<file path="src/rtl/mwg_pkg.sv">
package mwg_pkg;
  // fixed register offsets, byte addressed
  localparam logic [31:0] OFS_STATUS   = 32'h0001_0080;
  localparam logic [31:0] OFS_IRQ_EN   = 32'h0001_0084;
  localparam logic [31:0] OFS_WIN0     = 32'h0001_0100;
  localparam logic [31:0] WIN_STRIDE   = 32'h0000_0010;
  localparam logic [31:0] MASK_DELTA   = 32'h0000_0004;
  localparam int unsigned LOW_ZERO     = 3;  // base/mask low bits taken as zero
  localparam int unsigned EN_BIT       = 2;  // window enable inside mask register

  typedef struct packed {
    logic wr_oob;
    logic rd_oob;
  } oob_t;
endpackage

</file>
<file path="src/rtl/mwg_win_regs.sv">
module mwg_win_regs
  import mwg_pkg::*;
#(
  parameter int unsigned IDX    = 0,
  parameter int unsigned AW     = 32,
  parameter int unsigned CSR_AW = 17
) (
  input  logic              clk,
  input  logic              rst,
  input  logic              csr_wr,
  input  logic [CSR_AW-1:0] csr_addr,
  input  logic [AW-1:0]     csr_wdata,
  output logic [AW-1:0]     base,
  output logic [AW-1:0]     mask,
  output logic              en,
  output logic              rd_sel,
  output logic [AW-1:0]     rd_data
);
  localparam logic [31:0] BASE_OFS = OFS_WIN0 + IDX * WIN_STRIDE;
  localparam logic [31:0] MASK_OFS = BASE_OFS + MASK_DELTA;

  logic [AW-1:LOW_ZERO] base_q, mask_q;
  logic                 en_q;
  logic                 sel_base, sel_mask;

  assign sel_base = (csr_addr == CSR_AW'(BASE_OFS));
  assign sel_mask = (csr_addr == CSR_AW'(MASK_OFS));

  always_ff @(posedge clk) begin
    if (rst) begin
      base_q <= '0;
      mask_q <= '0;
      en_q   <= 1'b0;
    end else if (csr_wr) begin
      if (sel_base) base_q <= csr_wdata[AW-1:LOW_ZERO];
      if (sel_mask) begin
        mask_q <= csr_wdata[AW-1:LOW_ZERO];
        en_q   <= csr_wdata[EN_BIT];
      end
    end
  end

  assign base   = {base_q, {LOW_ZERO{1'b0}}};
  assign mask   = {mask_q, {LOW_ZERO{1'b0}}};
  assign en     = en_q;
  assign rd_sel = sel_base | sel_mask;

  always_comb begin
    rd_data = '0;
    if (sel_base) rd_data = base;
    if (sel_mask) begin
      rd_data         = mask;
      rd_data[EN_BIT] = en_q;
    end
  end
endmodule

</file>
<file path="src/rtl/mwg_win_match.sv">
module mwg_win_match #(
  parameter int unsigned AW = 32
) (
  input  logic [AW-1:0] addr,
  input  logic [AW-1:0] base,
  input  logic [AW-1:0] mask,
  input  logic          en,
  output logic          match,
  output logic [AW-1:0] offset
);
  assign match  = en && ((addr & mask) == (base & mask));
  assign offset = addr & ~mask;
endmodule

</file>
<file path="src/rtl/mwg_oob_status.sv">
module mwg_oob_status
  import mwg_pkg::*;
#(
  parameter int unsigned DW     = 32,
  parameter int unsigned CSR_AW = 17
) (
  input  logic              clk,
  input  logic              rst,
  input  logic              csr_wr,
  input  logic [CSR_AW-1:0] csr_addr,
  input  logic [DW-1:0]     csr_wdata,
  input  logic              ev_rd_miss,
  input  logic              ev_wr_miss,
  output oob_t              oob_q,
  output logic [1:0]        ien_lo,
  output logic              irq,
  output logic              rd_sel,
  output logic [DW-1:0]     rd_data
);
  logic       sel_sts, sel_ien;
  logic [2:0] ien_hi_q;   // bits 6:4, plain storage
  logic [1:0] ien_lo_q;   // bits 1:0, interrupt gates
  oob_t       set_v, clr_v, oob_n;
  logic       irq_q;

  assign sel_sts = (csr_addr == CSR_AW'(OFS_STATUS));
  assign sel_ien = (csr_addr == CSR_AW'(OFS_IRQ_EN));

  always_comb begin
    set_v.wr_oob = ev_wr_miss;
    set_v.rd_oob = ev_rd_miss;
    clr_v        = (csr_wr && sel_sts) ? oob_t'(csr_wdata[1:0]) : oob_t'(2'b00);
    oob_n        = (oob_q & ~clr_v) | set_v;   // set beats clear
  end

  always_ff @(posedge clk) begin
    if (rst) begin
      oob_q    <= '0;
      ien_hi_q <= '0;
      ien_lo_q <= '0;
      irq_q    <= 1'b0;
    end else begin
      oob_q <= oob_n;
      if (csr_wr && sel_ien) begin
        ien_hi_q <= csr_wdata[6:4];
        ien_lo_q <= csr_wdata[1:0];
      end
      irq_q <= |(oob_q & ien_lo_q);
    end
  end

  assign ien_lo = ien_lo_q;
  assign irq    = irq_q;
  assign rd_sel = sel_sts | sel_ien;

  always_comb begin
    rd_data = '0;
    if (sel_sts) rd_data[1:0] = oob_q;
    if (sel_ien) begin
      rd_data[6:4] = ien_hi_q;
      rd_data[1:0] = ien_lo_q;
    end
  end
endmodule

</file>
<file path="src/rtl/maint_win_guard.sv">
module maint_win_guard
  import mwg_pkg::*;
#(
  parameter int unsigned NUM_WIN = 2,
  parameter int unsigned AW      = 32,
  parameter int unsigned CSR_AW  = 17,
  localparam int unsigned WIN_IW = (NUM_WIN > 1) ? $clog2(NUM_WIN) : 1
) (
  input  logic              clk,
  input  logic              rst,
  input  logic              csr_wr,
  input  logic              csr_rd,
  input  logic [CSR_AW-1:0] csr_addr,
  input  logic [AW-1:0]     csr_wdata,
  output logic [AW-1:0]     csr_rdata,
  input  logic              req_valid,
  input  logic              req_write,
  input  logic [AW-1:0]     req_addr,
  output logic              res_hit,
  output logic [WIN_IW-1:0] res_win,
  output logic [AW-1:0]     res_offset,
  output logic              irq
);
  logic [AW-1:0]      w_base [NUM_WIN];
  logic [AW-1:0]      w_mask [NUM_WIN];
  logic [AW-1:0]      w_off  [NUM_WIN];
  logic [AW-1:0]      w_rd   [NUM_WIN];
  logic [NUM_WIN-1:0] win_en, w_match, w_sel;

  genvar g;
  generate
    for (g = 0; g < NUM_WIN; g++) begin : g_win
      mwg_win_regs #(.IDX(g), .AW(AW), .CSR_AW(CSR_AW)) u_regs (
        .clk, .rst, .csr_wr, .csr_addr, .csr_wdata,
        .base(w_base[g]), .mask(w_mask[g]), .en(win_en[g]),
        .rd_sel(w_sel[g]), .rd_data(w_rd[g])
      );
      mwg_win_match #(.AW(AW)) u_match (
        .addr(req_addr), .base(w_base[g]), .mask(w_mask[g]), .en(win_en[g]),
        .match(w_match[g]), .offset(w_off[g])
      );
    end
  endgenerate

  // lowest index wins
  logic              any_hit;
  logic [WIN_IW-1:0] pick;
  logic [AW-1:0]     pick_off;
  always_comb begin
    pick     = '0;
    pick_off = '0;
    for (int i = NUM_WIN - 1; i >= 0; i--) begin
      if (w_match[i]) begin
        pick     = WIN_IW'(i);
        pick_off = w_off[i];
      end
    end
  end
  assign any_hit    = |w_match;
  assign res_hit    = req_valid && any_hit;
  assign res_win    = res_hit ? pick : '0;
  assign res_offset = res_hit ? pick_off : '0;

  oob_t          oob_q;
  logic [1:0]    ien_lo;
  logic          s_sel;
  logic [AW-1:0] s_rd;
  mwg_oob_status #(.DW(AW), .CSR_AW(CSR_AW)) u_sts (
    .clk, .rst, .csr_wr, .csr_addr, .csr_wdata,
    .ev_rd_miss(req_valid && !req_write && !any_hit),
    .ev_wr_miss(req_valid &&  req_write && !any_hit),
    .oob_q, .ien_lo, .irq, .rd_sel(s_sel), .rd_data(s_rd)
  );

  // read mux: sub-blocks return zero when unselected
  logic [AW-1:0] rd_or;
  always_comb begin
    rd_or = s_sel ? s_rd : '0;
    for (int i = 0; i < NUM_WIN; i++)
      if (w_sel[i]) rd_or = rd_or | w_rd[i];
  end

  logic [AW-1:0] rdata_q;
  always_ff @(posedge clk) begin
    if (rst)         rdata_q <= '0;
    else if (csr_rd) rdata_q <= rd_or;
  end
  assign csr_rdata = rdata_q;
endmodule

</file>
<file path="config.mk">
export PLATFORM = sky130hd
export DESIGN_NAME = maint_win_guard
export DESIGN_NICKNAME = d
export VERILOG_FILES = /design/src/rtl/mwg_pkg.sv /design/src/rtl/mwg_win_regs.sv /design/src/rtl/mwg_win_match.sv /design/src/rtl/mwg_oob_status.sv /design/src/rtl/maint_win_guard.sv
export SDC_FILE = /design/constraint.sdc
export NUM_CORES = 1
export LEC_CHECK = 0
export ABC_CLOCK_PERIOD_IN_PS = 2500
export CORE_MARGIN = 5
export CORE_UTILIZATION = 33
export DETAILED_ROUTE_END_ITERATION = 8
export GPL_TIMING_DRIVEN = 1
export SLEW_MARGIN = 40
export SYNTH_ARGS = -nofsm -noshare
export SYNTH_HDL_FRONTEND = slang
export SYNTH_SLANG_ARGS = --single-unit
</file>
<file path="constraint.sdc">
create_clock -name clk -period 2.5 [get_ports clk]
set_input_delay 0.5 -clock clk [delete_from_list [all_inputs] [get_ports clk]]
set_output_delay 0.5 -clock clk [all_outputs]
set_load 0.01 [all_outputs]
</file>
Word level (Yosys, flattened, before mapping) --
Index checks and enable logic that the tools add are counted.
Cells by class: eq/ne operators 8, multiplexer cells 17, bitwise logic cells 17, reduce and logical (&&, ||, !) cells 17
Operators with widths (count):
- $mux 32 | 9
- $and 32x32->32 | 6
- $eq 17x17->1 const B | 6
- $eq 32x32->1 | 2
- $not 32->32 | 2
- $or 32x32->32 | 1
- $or 7x32->32 | 1
- $logic_and 1x1->1 | 9
- $reduce_and 2->1 | 4
- $mux 7 | 1
- $mux 2 | 3
- $and 2x2->2 | 2
- $reduce_or 2->1 | 2
- $mux 1 | 3
- $mux 3 | 1
- $or 1x1->1 | 3
- $logic_not 1->1 | 2
- $not 2->2 | 1
- $or 2x2->2 | 1
Storage, ports and cells: bits in registers 158, bits of input ports 87, output and inout bits 67, word-level logic and storage cells 71

Logic depth before layout (Yosys ltp) --
Gate-level depths: netlist of the first run.
depth after elaboration 8, mapped depth 9

By module --
Synthesis of the first run repeated with hierarchy kept, for this count alone.
Unflattened totals: cell total of the unflattened synthesis 1088, area total of the unflattened synthesis 9265.1 µm²
By module, submodules not included:
- mwg_win_regs (g_win[0].u_regs) | instances 1, cells each 324, area each 2732.6 µm², seq. area each 1181.1 µm²
- mwg_win_regs (g_win[1].u_regs) | instances 1, cells each 324, area each 2721.4 µm², seq. area each 1181.1 µm²
- maint_win_guard | instances 1, cells each 194, area each 1815.5 µm², seq. area each 640.6 µm²
- mwg_win_match | instances 2, cells each 85, area each 654.4 µm², seq. area each 0.0 µm²
- mwg_oob_status | instances 1, cells each 76, area each 686.9 µm², seq. area each 160.2 µm²

Worst setup path after synthesis of the first run --
Ideal clock, no wire load.
path type input -> output, start point in req_addr[20], end point out res_offset[0], arrival 2213 ps, data required time 2000 ps, path slack -213 ps, stages on the path 6, path buffers 0, path through xor2_1 a222oi_1 nand3_1 or4_1 a21boi_0 and2_1
Between the ends: word-level cells in the longest chain between the ends 6
RTL lines:
- start, declared | line maint_win_guard.sv:18 | input logic [AW-1:0] req_addr,
- $and 32x32->32 | line mwg_win_match.sv:11 | assign match = en && ((addr & mask) == (base & mask));
- $eq 32x32->1 | line mwg_win_match.sv:11
- $logic_and 1x1->1 | line mwg_win_match.sv:11
- $reduce_or 2->1 (*) | line maint_win_guard.sv:59 | assign any_hit = |w_match;
- $logic_and 1x1->1 (*) | line maint_win_guard.sv:60 | assign res_hit = req_valid && any_hit;
- via res_hit | line maint_win_guard.sv:19 | output logic res_hit,
- $mux 32 (*) | line maint_win_guard.sv:62 | assign res_offset = res_hit ? pick_off : '0;
- end, declared | line maint_win_guard.sv:21 | output logic [AW-1:0] res_offset,
The timed path passes the listed nets; every way through them passes the cells marked *.

Worst setup path after layout of the first run --
start point in req_addr[30], end point out res_offset[31]
Between the ends: word-level cells in the longest chain between the ends 6
RTL lines (line):
- $and 32x32->32 | mwg_win_match.sv:11
- $eq 32x32->1 | mwg_win_match.sv:11
- $logic_and 1x1->1 | mwg_win_match.sv:11
- $mux 32 / $reduce_or 2->1 (equally long branches) | maint_win_guard.sv:53, maint_win_guard.sv:59
- $mux 32 / $logic_and 1x1->1 (equally long branches) | maint_win_guard.sv:53, maint_win_guard.sv:60
- $mux 32 (*) | maint_win_guard.sv:62
Mark *: on every way between the ends. The rest lies on a longest branch, timed or not.

==> flow_summary.json, run 1 <==
{
  "synthSimpleGateAreaFrac_pct": 25.7,
  "drv_slew": 0,
  "ys_seq_area_share_pct": 39.9,
  "place_area_um2": 11300,
  "drt-vias-per-instance": 5.43,
  "multiInputGateArea_um2": 4770,
  "diodes": 0,
  "fin_area_um2": 12300,
  "drc": 0,
  "synthCells": 1012,
  "critPathCapture": "res_offset[31]",
  "fill_cells": 2246,
  "layout_common_cells": "nand2_1 (285), buf_4 (192), dfxtp_1 (149)",
  "slew_headroom_pct": 68.2,
  "synth_xor_area_share_pct": 6.40,
  "synthMuxAreaShare_pct": 1.26,
  "die_h_um": 165,
  "synth_cell_types": 43,
  "instances_no_fill": 1664,
  "synth_fa_ha_area_share_pct": 0,
  "synth_edf_count": 0,
  "cp_cell_sequence": "dlygate4sd2_1 -> xor2_1 -> a22oi_1 -> nand4_1 -> buf_4 -> or4_4 -> buf_6 -> buf_6 -> nand4b_1 -> a21oi_2 -> buf_2",
  "routed-via-count": 9035,
  "setup_ws_ns": -0.745,
  "antenna_found_initial": 0,
  "syn_nets": 1099,
  "synth_area_per_cell_um2": 7.84,
  "grt_overflow": 0,
  "tns_ns": -22.71,
  "cts_tree": "built",
  "drtPass1Iterations": 9,
  "num_rows": 56,
  "clock_latency_ns": 0.43,
  "period_minus_slack_ns": 3.24,
  "hold_buffers": 0,
  "place_ws_ns": -1.51,
  "fin_skew_ns": 0.00667,
  "seq_area_um2": 3180,
  "drv_cap": 0,
  "drt-total-wl_um": 33600,
  "yosysTopAreaCell": "dfxtp_1",
  "ys_warn_count": 0,
  "reg2regPathDepth": 9,
  "dp.cells": 1612,
  "power_density_nw_per_um2": 458,
  "die-area_um2": 27200,
  "areaGrowthSynthToFinish_pct": 54.9,
  "layout_commonest_cell": "nand2_1",
  "status": "complete, but fails checks",
  "cp_num_cells": 11,
  "num-nets-final": 1420,
  "worstPathBufferInverterCount": 5,
  "postRouteAntennaNets": 0,
  "hold_viol_final": 0,
  "grt_pass1_wl_um": 50100,
  "netlist_area_um2": 7930,
  "criticalPathCategory": "in -> out",
  "fin_crit_sh_pct": 130,
  "dr.first_iter.drc_count": 1013,
  "place_congestion": 0.925,
  "total_leakage_power_nw": 4.73,
  "cp-startpoint": "req_addr[30]",
  "r2r_setup_slack_ns": 0.30,
  "synth-main-ff-cell": "dfxtp_1",
  "hold_class": "reg -> reg",
  "required_ns": 2.00,
  "portBuffers": 153,
  "rr_endpoint": "u_sts.oob_q[0]$_SDFF_PP0_",
  "dieWidth_um": 165,
  "core_um2": 23500,
  "postLayoutCoreUtil_pct": 52.2,
  "vdd_ir_drop_max_mv": 0.395,
  "clock_path_buffers": 2,
  "cpMaxStageDelayCell": "or4_4",
  "grt_start_max_net_pins": 90,
  "synth_top_family_by_area": "simple AND/OR/NAND/NOR gates",
  "htreeDepth": 4,
  "pin_count": 154,
  "violations": "negative setup slack",
  "drive_above_1_share_pct": 28.3,
  "rsz0062_at_grt": "yes",
  "cp_max_fo": 7,
  "cts_sinks": 158,
  "synth-compound-area-share_pct": 22.2,
  "synth_top_area_share_pct": 39.9,
  "finalSetupViolations": 34,
  "wl_per_cell_um": 20.2,
  "tightest_slew_ns": 0.465,
  "numCtsBuffers": 17,
  "grt_pass1_vias": 8724,
  "ys_ff_latch": 158,
  "track_usage_pct": 24.1,
  "place_hpwl_um": 22900,
  "end_kind": "output pin",
  "max_freq_mhz": 308,
  "clk_pin_slew_ns": 0.06,
  "critPathTopFamily": "buffers and inverters",
  "start_util_pct": 33.7,
  "critPathLaunchType": "primary input",
  "synth_area_leaders": "dfxtp_1 (40%), nand2_1 (14%), a21oi_1 (9.3%), xor2_1 (6.4%), a222oi_1 (3.3%)",
  "async_flop_share_pct": 0,
  "crit_path_max_incr_delay_ns": 0.57,
  "r2r_start": "g_win[0].u_regs.base_q[13]$_SDFFE_PP0P_",
  "worstPathArrival_ns": 2.74,
  "crit_top_cell": "buf_6",
  "cts-root-buf": "clkbuf_16"
}
## per-stage QoR
step	hold slack (ns)	total power, mW
finish	0.458	5.63
global route	0.485	5.79
floorplan	0.441	2.77
detailed placement	0.449	3.10
global placement	0.444	3.10
CTS	0.457	5.64
## metal layers
metal | track usage (%) | routed length (µm)
met1 | 32.3 | 14200
met2 | 38.5 | 15300
met3 | 4.94 | 3140
met4 | 8.51 | 932
met5 | 0 | 0
## registers in the layout, summed over array words and instances (netlist names)
name / count
csr_rdata: 32
g_win.u_regs.base_q: 58
g_win.u_regs.en: 2
g_win.u_regs.mask_q: 58
u_sts.irq: 1
u_sts.ien_hi_q: 3
u_sts.ien_lo: 2
u_sts.oob_q: 2
## worst reg2reg max path: cells and delay by family, from the launching register on
family          cells  cell delay, ns
xor+xnor            1            0.16
buf+inv             3            0.45
compound gates      2            0.29
flops               1            0.33
simple gates        3            0.84
## area by class of cell
cell class                      count  share of cell area, %
Inverter                            2                 0.0611
Clock buffer                       22                   3.70
Timing Repair Buffer              380                   27.4
Tap cell                          319                   3.25
Clock inverter                      9                  0.916
Multi-Input combinational cell    774                   38.8
Sequential cell                   158                   25.9
## worst min-delay path by stage
stage | from | to | slack, ns | cells past startpoint
6_report | csr_rdata[1]$_SDFFE_PP0P_ | csr_rdata[1]$_SDFFE_PP0P_ | 0.46 | 2
5_1_grt | csr_rdata[0]$_SDFFE_PP0P_ | csr_rdata[0]$_SDFFE_PP0P_ | 0.48 | 2
4_1_cts | csr_rd | csr_rdata[2]$_SDFFE_PP0P_ | 0.46 | 4
3_5_place_dp | csr_rdata[1]$_SDFFE_PP0P_ | csr_rdata[1]$_SDFFE_PP0P_ | 0.45 | 2
3_3_place_gp | csr_rdata[0]$_SDFFE_PP0P_ | csr_rdata[0]$_SDFFE_PP0P_ | 0.44 | 2
2_1_floorplan | g_win[1].u_regs.en$_SDFFE_PP0P_ | g_win[1].u_regs.en$_SDFFE_PP0P_ | 0.44 | 2
## cell usage after synthesis (3+ instances only)
master	count
dfxtp_1	158
and2_1	8
buf_6	4
buf_4	4
nand3b_1	3
a22oi_1	31
a211oi_1	25
xor2_1	58
a22o_1	4
nand2_1	286
o21ai_0	4
nor4_1	10
a2bb2oi_1	25
nor3_1	4
nor2_1	39
nand4_1	8
clkbuf_1	56
nand2b_1	31
a21oi_1	148
nand3_1	5
nand4b_1	28
a222oi_1	26
mux2i_1	10
o211ai_1	3
buf_2	13
## where the power goes
group	internal, mW	switching [mW]	leakage (nW)
registers	2.54	0.0121	1.28
logic	0.238	0.263	3.18
clock network	1.50	1.08	0.275
total	4.27	1.36	4.73
## cell families after synthesis
logic type             after synthesis
flip-flops                         158
XOR/XNOR                            58
AO/OA/AOI/OAI                      271
multiplexers                        10
buffers and inverters               80
AND/OR/NAND/NOR                    435
## what timing repair did
item,4_1_cts,5_1_grt
gates cloned,3,1
pin swaps,63,16
buffers inserted,10,10
resized for setup,267,31
setup endpoints to repair,36,88
Power figures use the tool's default switching activity.
==> run 2: changes to the inputs <==
--- a/config.mk
+++ b/config.mk
@@ -10,6 +10,7 @@
 export CORE_UTILIZATION = 33
 export DETAILED_ROUTE_END_ITERATION = 8
 export GPL_TIMING_DRIVEN = 1
+export PLACE_DENSITY_LB_ADDON = 0.12
 export SLEW_MARGIN = 40
 export SYNTH_ARGS = -nofsm -noshare
 export SYNTH_HDL_FRONTEND = slang
==> run 2 against run 1 <==
The run still ends with negative setup slack left. Highest routed layer is now met5. Worst setup slack improved by 0.023 ns. Clock skew increased by 0.0031 ns. Routed wire length increased by 2.1%. Critical path type is now reg -> out.
==> flow_summary.json, run 2 (same netlist as run 1, synthesis figures left out) <==
{
  "place_ws_ns": -1.45,
  "grt_pass1_wl_um": 51200,
  "hold_class": "in -> reg",
  "drt-vias-per-instance": 5.36,
  "cts_sinks": 158,
  "tns_ns": -21.68,
  "start_util_pct": 33.7,
  "min_from": "rst",
  "postLayoutCoreUtil_pct": 52.4,
  "violations": "negative setup slack",
  "fin_crit_sh_pct": 129,
  "numCtsBuffers": 17,
  "crit_path_max_incr_delay_ns": 0.51,
  "critPathLaunchType": "flip-flop",
  "grt_overflow": 0,
  "diodes": 0,
  "tightest_slew_ns": 0.689,
  "setup_ws_ns": -0.722,
  "place_hpwl_um": 22800,
  "track_usage_pct": 24.7,
  "required_ns": 2.00,
  "core_um2": 23500,
  "pin_count": 154,
  "htreeDepth": 4,
  "status": "complete, but fails checks",
  "rr_endpoint": "u_sts.oob_q[0]$_SDFF_PP0_",
  "clock_latency_ns": 0.43,
  "drv_cap": 0,
  "cp_max_fo": 3,
  "fin_skew_ns": 0.00977,
  "worstPathBufferInverterCount": 3,
  "total_leakage_power_nw": 4.76,
  "hold_viol_final": 0,
  "end_kind": "output pin",
  "drive_above_1_share_pct": 27.7,
  "dr.first_iter.drc_count": 883,
  "cts-root-buf": "clkbuf_16",
  "drv_slew": 0,
  "dieWidth_um": 165,
  "drt-total-wl_um": 34300,
  "die-area_um2": 27200,
  "reg2regPathDepth": 19,
  "fill_cells": 2263,
  "postRouteAntennaNets": 0,
  "num_rows": 56,
  "rsz0062_at_grt": "yes",
  "die_h_um": 165,
  "drc": 0,
  "place_congestion": 0.863,
  "max_freq_mhz": 310,
  "holdPathStages": 2,
  "antenna_found_initial": 1,
  "clk_pin_slew_ns": 0.07,
  "layout_commonest_cell": "nand2_1",
  "slew_headroom_pct": 54.1,
  "r2r_start": "g_win[1].u_regs.base_q[20]$_SDFFE_PP0P_",
  "worstPathArrival_ns": 2.72,
  "cp_cell_sequence": "xor2_1 -> a222oi_1 -> buf_4 -> nand3_2 -> or4_4 -> a21boi_4 -> buf_6 -> and2_4 -> buf_6",
  "cts_tree": "built",
  "grt_pass1_vias": 8608,
  "vdd_ir_drop_max_mv": 0.369,
  "critPathTopFamily": "simple AND/OR/NAND/NOR gates",
  "num-nets-final": 1412,
  "layout_common_cells": "nand2_1 (284), buf_4 (184), dfxtp_1 (155)",
  "drtPass1Iterations": 6,
  "hold_ws_ns": 0.286,
  "period_minus_slack_ns": 3.22,
  "areaGrowthSynthToFinish_pct": 55.5,
  "routed-via-count": 8886,
  "criticalPathCategory": "reg -> out",
  "finalSetupViolations": 35,
  "r2r_setup_slack_ns": -0.62,
  "power_density_nw_per_um2": 479,
  "portBuffers": 153,
  "grt_start_max_net_pins": 95,
  "cpMaxStageDelayCell": "or4_4",
  "crit_top_cell": "buf_6",
  "hold_end": "u_sts.irq$_SDFF_PP0_",
  "wl_per_cell_um": 20.7,
  "clock_path_buffers": 2
}
==> run 2: cell types whose count changed in the layout (fill, tap and decap cells not counted), moves of 5 or more <==
| cell | delta |
|---|---|
| dfxtp_2 | -5 |
| dfxtp_1 | +6 |
| dlygate4sd2_1 | +8 |
| nand2b_1 | -9 |
| inv_6 | +5 |
| buf_12 | +7 |
| buf_4 | -8 |
| nand2b_4 | +9 |
| buf_6 | -12 |
==> run 2: worst max-delay path by stage <==
stage                                             from       endpoint  slack, ns  cells past startpoint
2_1_floorplan                             req_addr[20]  res_offset[0]      0.006                      6
3_3_place_gp                              req_addr[25]  res_offset[2]      -1.42                      9
3_5_place_dp                              req_addr[25]  res_offset[1]      -1.45                      9
4_1_cts        g_win[1].u_regs.base_q[20]$_SDFFE_PP0P_  res_offset[1]      -0.76                      9
5_1_grt                                    req_addr[3]  res_offset[2]      -0.79                     11
6_report       g_win[1].u_regs.base_q[20]$_SDFFE_PP0P_  res_offset[1]      -0.72                      9
==> run 2: where the power goes <==
group | switching (mW) | internal (mW) | total [mW] | leakage [nW]
clock | 1.17 | 1.70 | 2.86 | 0.305
combinational | 0.261 | 0.232 | 0.494 | 3.18
sequential | 0.0127 | 2.54 | 2.55 | 1.28
==> run 2: stage by stage <==
step	power [mW]	cells	area, µm²
after floorplan	2.77	1012	8000
after global placement	3.10	1600	11300
after detailed placement	3.10	1600	11300
after CTS	5.95	1651	12200
after global routing	6.09	1657	12300
final	5.91	1657	12300
==> run 2: layer usage <==
layer	part of all wire, %	global-route usage, %	up-vias
li1	-	-	4204
met1	43	33.7	4193
met2	46	39.2	431
met3	9.0	4.92	56
met4	2.1	7.75	2
met5	0.038	0	-
==> run 2: timing repair <==
item	4_1_cts	5_1_grt
hold buffers	0	0
setup buffers	19	5
cloned	1	2
pin swaps	47	32
endpoints found under the setup margin	34	89
resized for setup	224	36
==> run 2: final cells by class <==
class / instances / area [µm²] / area share, %
clock buffer: 18 / 429 / 3.48
tap: 319 / 399 / 3.24
clock inverter: 14 / 204 / 1.65
timing repair buffer: 372 / 3330 / 27.0
sequential: 158 / 3170 / 25.7
inverter: 2 / 7.51 / 0.0609
multi-input combinational: 774 / 4800 / 38.9
==> run 3: changes to the inputs <==
--- a/config.mk
+++ b/config.mk
@@ -8,9 +8,11 @@
 export ABC_CLOCK_PERIOD_IN_PS = 2500
 export CORE_MARGIN = 5
 export CORE_UTILIZATION = 33
+export CTS_CLUSTER_SIZE = 8
 export DETAILED_ROUTE_END_ITERATION = 8
 export GPL_TIMING_DRIVEN = 1
 export PLACE_DENSITY_LB_ADDON = 0.12
+export SKIP_LAST_GASP = 1
 export SLEW_MARGIN = 40
 export SYNTH_ARGS = -nofsm -noshare
 export SYNTH_HDL_FRONTEND = slang
==> run 3 against run 2 <==
The flow still finishes with violations (negative setup slack). Die area did not move. Non-clock buffer count increased by 3. Register-to-register slack better by 0.03 ns. Worst setup slack better by 0.0035 ns. Combinational power about the same. Count of clock-buffer cells in the layout unchanged. Clock skew about the same. Via count rose by 0.23%. Total power about the same. Routed wire length grew 0.60%. Critical path type is now in -> out. Highest routed layer unchanged.
==> flow_summary.json, run 3 (same netlist as run 1, synthesis figures left out) <==
{
  "clk_pin_slew_ns": 0.06,
  "total_power_mw": 5.90,
  "p_clk_share_pct": 48.4,
  "criticalPathCategory": "in -> out",
  "seq_power_share_pct": 43.2,
  "vdd_ir_drop_max_mv": 0.370,
  "diodes": 0,
  "setup_ws_ns": -0.718,
  "start_util_pct": 33.7,
  "die_h_um": 165,
  "cp_max_fo": 5,
  "place_hpwl_um": 22800,
  "fin_crit_sh_pct": 129,
  "drtPass1Iterations": 6,
  "drv_cap": 0,
  "reg2regPathDepth": 19,
  "holdPathStages": 2,
  "clock_latency_ns": 0.43,
  "tns_ns": -21.57,
  "rsz0062_at_grt": "yes",
  "fill_cells": 2255,
  "numCtsBuffers": 17,
  "num-nets-final": 1415,
  "num_rows": 56,
  "hold_class": "in -> reg",
  "place_congestion": 0.863,
  "areaGrowthSynthToFinish_pct": 55.9,
  "antenna_found_initial": 1,
  "clock_path_buffers": 2,
  "drive_above_1_share_pct": 28.3,
  "layout_commonest_cell": "nand2_1",
  "grt_overflow": 0,
  "cts_sinks": 158,
  "portBuffers": 153,
  "internal_power_mw": 4.47,
  "fin_area_um2": 12400,
  "critPathLaunchType": "primary input",
  "cts_tree": "built",
  "end_kind": "output pin",
  "die-area_um2": 27200,
  "core_um2": 23500,
  "grt_start_max_net_pins": 95,
  "hold_viol_final": 0,
  "fin_skew_ns": 0.0100,
  "total_leakage_power_nw": 4.78,
  "dieWidth_um": 165,
  "grt_pass1_wl_um": 51200,
  "max_freq_mhz": 311,
  "required_ns": 2.00,
  "combPwrFrac_pct": 8.4,
  "hold_buffers": 0,
  "postLayoutCoreUtil_pct": 52.5,
  "violations": "negative setup slack",
  "slew_headroom_pct": 53.6,
  "worstPathArrival_ns": 2.72,
  "place_area_um2": 11300,
  "hold_ws_ns": 0.284,
  "grt_pass1_vias": 8624,
  "drt-vias-per-instance": 5.37,
  "tightest_slew_ns": 0.696,
  "status": "complete, but fails checks",
  "p_sw_mw": 1.44,
  "track_usage_pct": 24.7,
  "layout_common_cells": "nand2_1 (284), buf_4 (186), dfxtp_1 (154)",
  "drv_slew": 0,
  "htreeDepth": 4,
  "drt-total-wl_um": 34500,
  "switching_share_pct": 24.3,
  "drc": 0,
  "pin_count": 154,
  "dr.first_iter.drc_count": 961,
  "routed-via-count": 8906,
  "finalSetupViolations": 35,
  "period_minus_slack_ns": 3.22,
  "power_density_nw_per_um2": 477,
  "wl_per_cell_um": 20.8,
  "cts-root-buf": "clkbuf_16",
  "postRouteAntennaNets": 0
}
==> run 3: final timing paths <==
check                                                 end  slack, ns                               startpoint
worst max-delay path                       res_offset[31]      -0.72                             req_addr[28]
worst min-delay path                 u_sts.irq$_SDFF_PP0_       0.28                                      rst
worst max register to register  u_sts.oob_q[0]$_SDFF_PP0_      -0.59  g_win[1].u_regs.base_q[20]$_SDFFE_PP0P_
worst min register to register  csr_rdata[1]$_SDFFE_PP0P_       0.46                csr_rdata[1]$_SDFFE_PP0P_
==> run 3: per-layer routing <==
layer	up-vias	routed length [µm]	global-route usage (%)
li1	4205	-	-
met1	4221	15100	33.8
met2	411	15600	39.0
met3	67	2810	4.84
met4	2	928	7.86
met5	-	13	0
==> run 3: power by group through the flow <==
stage / registers, mW / logic [mW] / clock network (mW)
floorplan: 2.62 / 0.157 / 0
global placement: 2.61 / 0.496 / 0
detailed placement: 2.61 / 0.494 / 0
CTS: 2.55 / 0.490 / 2.91
global route: 2.55 / 0.527 / 3.01
finish: 2.55 / 0.495 / 2.86
==> run 3: repair_timing <==
item,4_1_cts,5_1_grt
endpoints found under the setup margin,34,89
pin swaps,46,41
resized for setup,212,52
gates cloned,1,3
buffers inserted,19,8
==> run 3: final cells by class <==
type	count	area (µm²)	share of cell area, %
Multi-Input combinational cell	774	4800	38.8
Timing Repair Buffer	375	3360	27.2
Sequential cell	158	3170	25.6
Clock buffer	18	429	3.47
Tap cell	319	399	3.23
Clock inverter	14	204	1.65
Inverter	2	7.51	0.0607
==> run 3: per-stage QoR <==
step,setup WS [ns],cells
floorplan,0.00625,1012
global placement,-1.42,1600
detailed placement,-1.45,1600
CTS,-0.762,1651
global route,-0.788,1660
finish,-0.718,1660
==> run 3: worst max-delay path, stage by stage <==
cell and delay, ns:
dlygate4sd2_1 0.29, xor2_1 0.17, a22oi_1 0.26, nand4_1 0.26
nor4_4 0.35, buf_6 0.20, buf_12 0.14, buf_4 0.12
nand4b_1 0.11, a21oi_1 0.17, buf_2 0.15
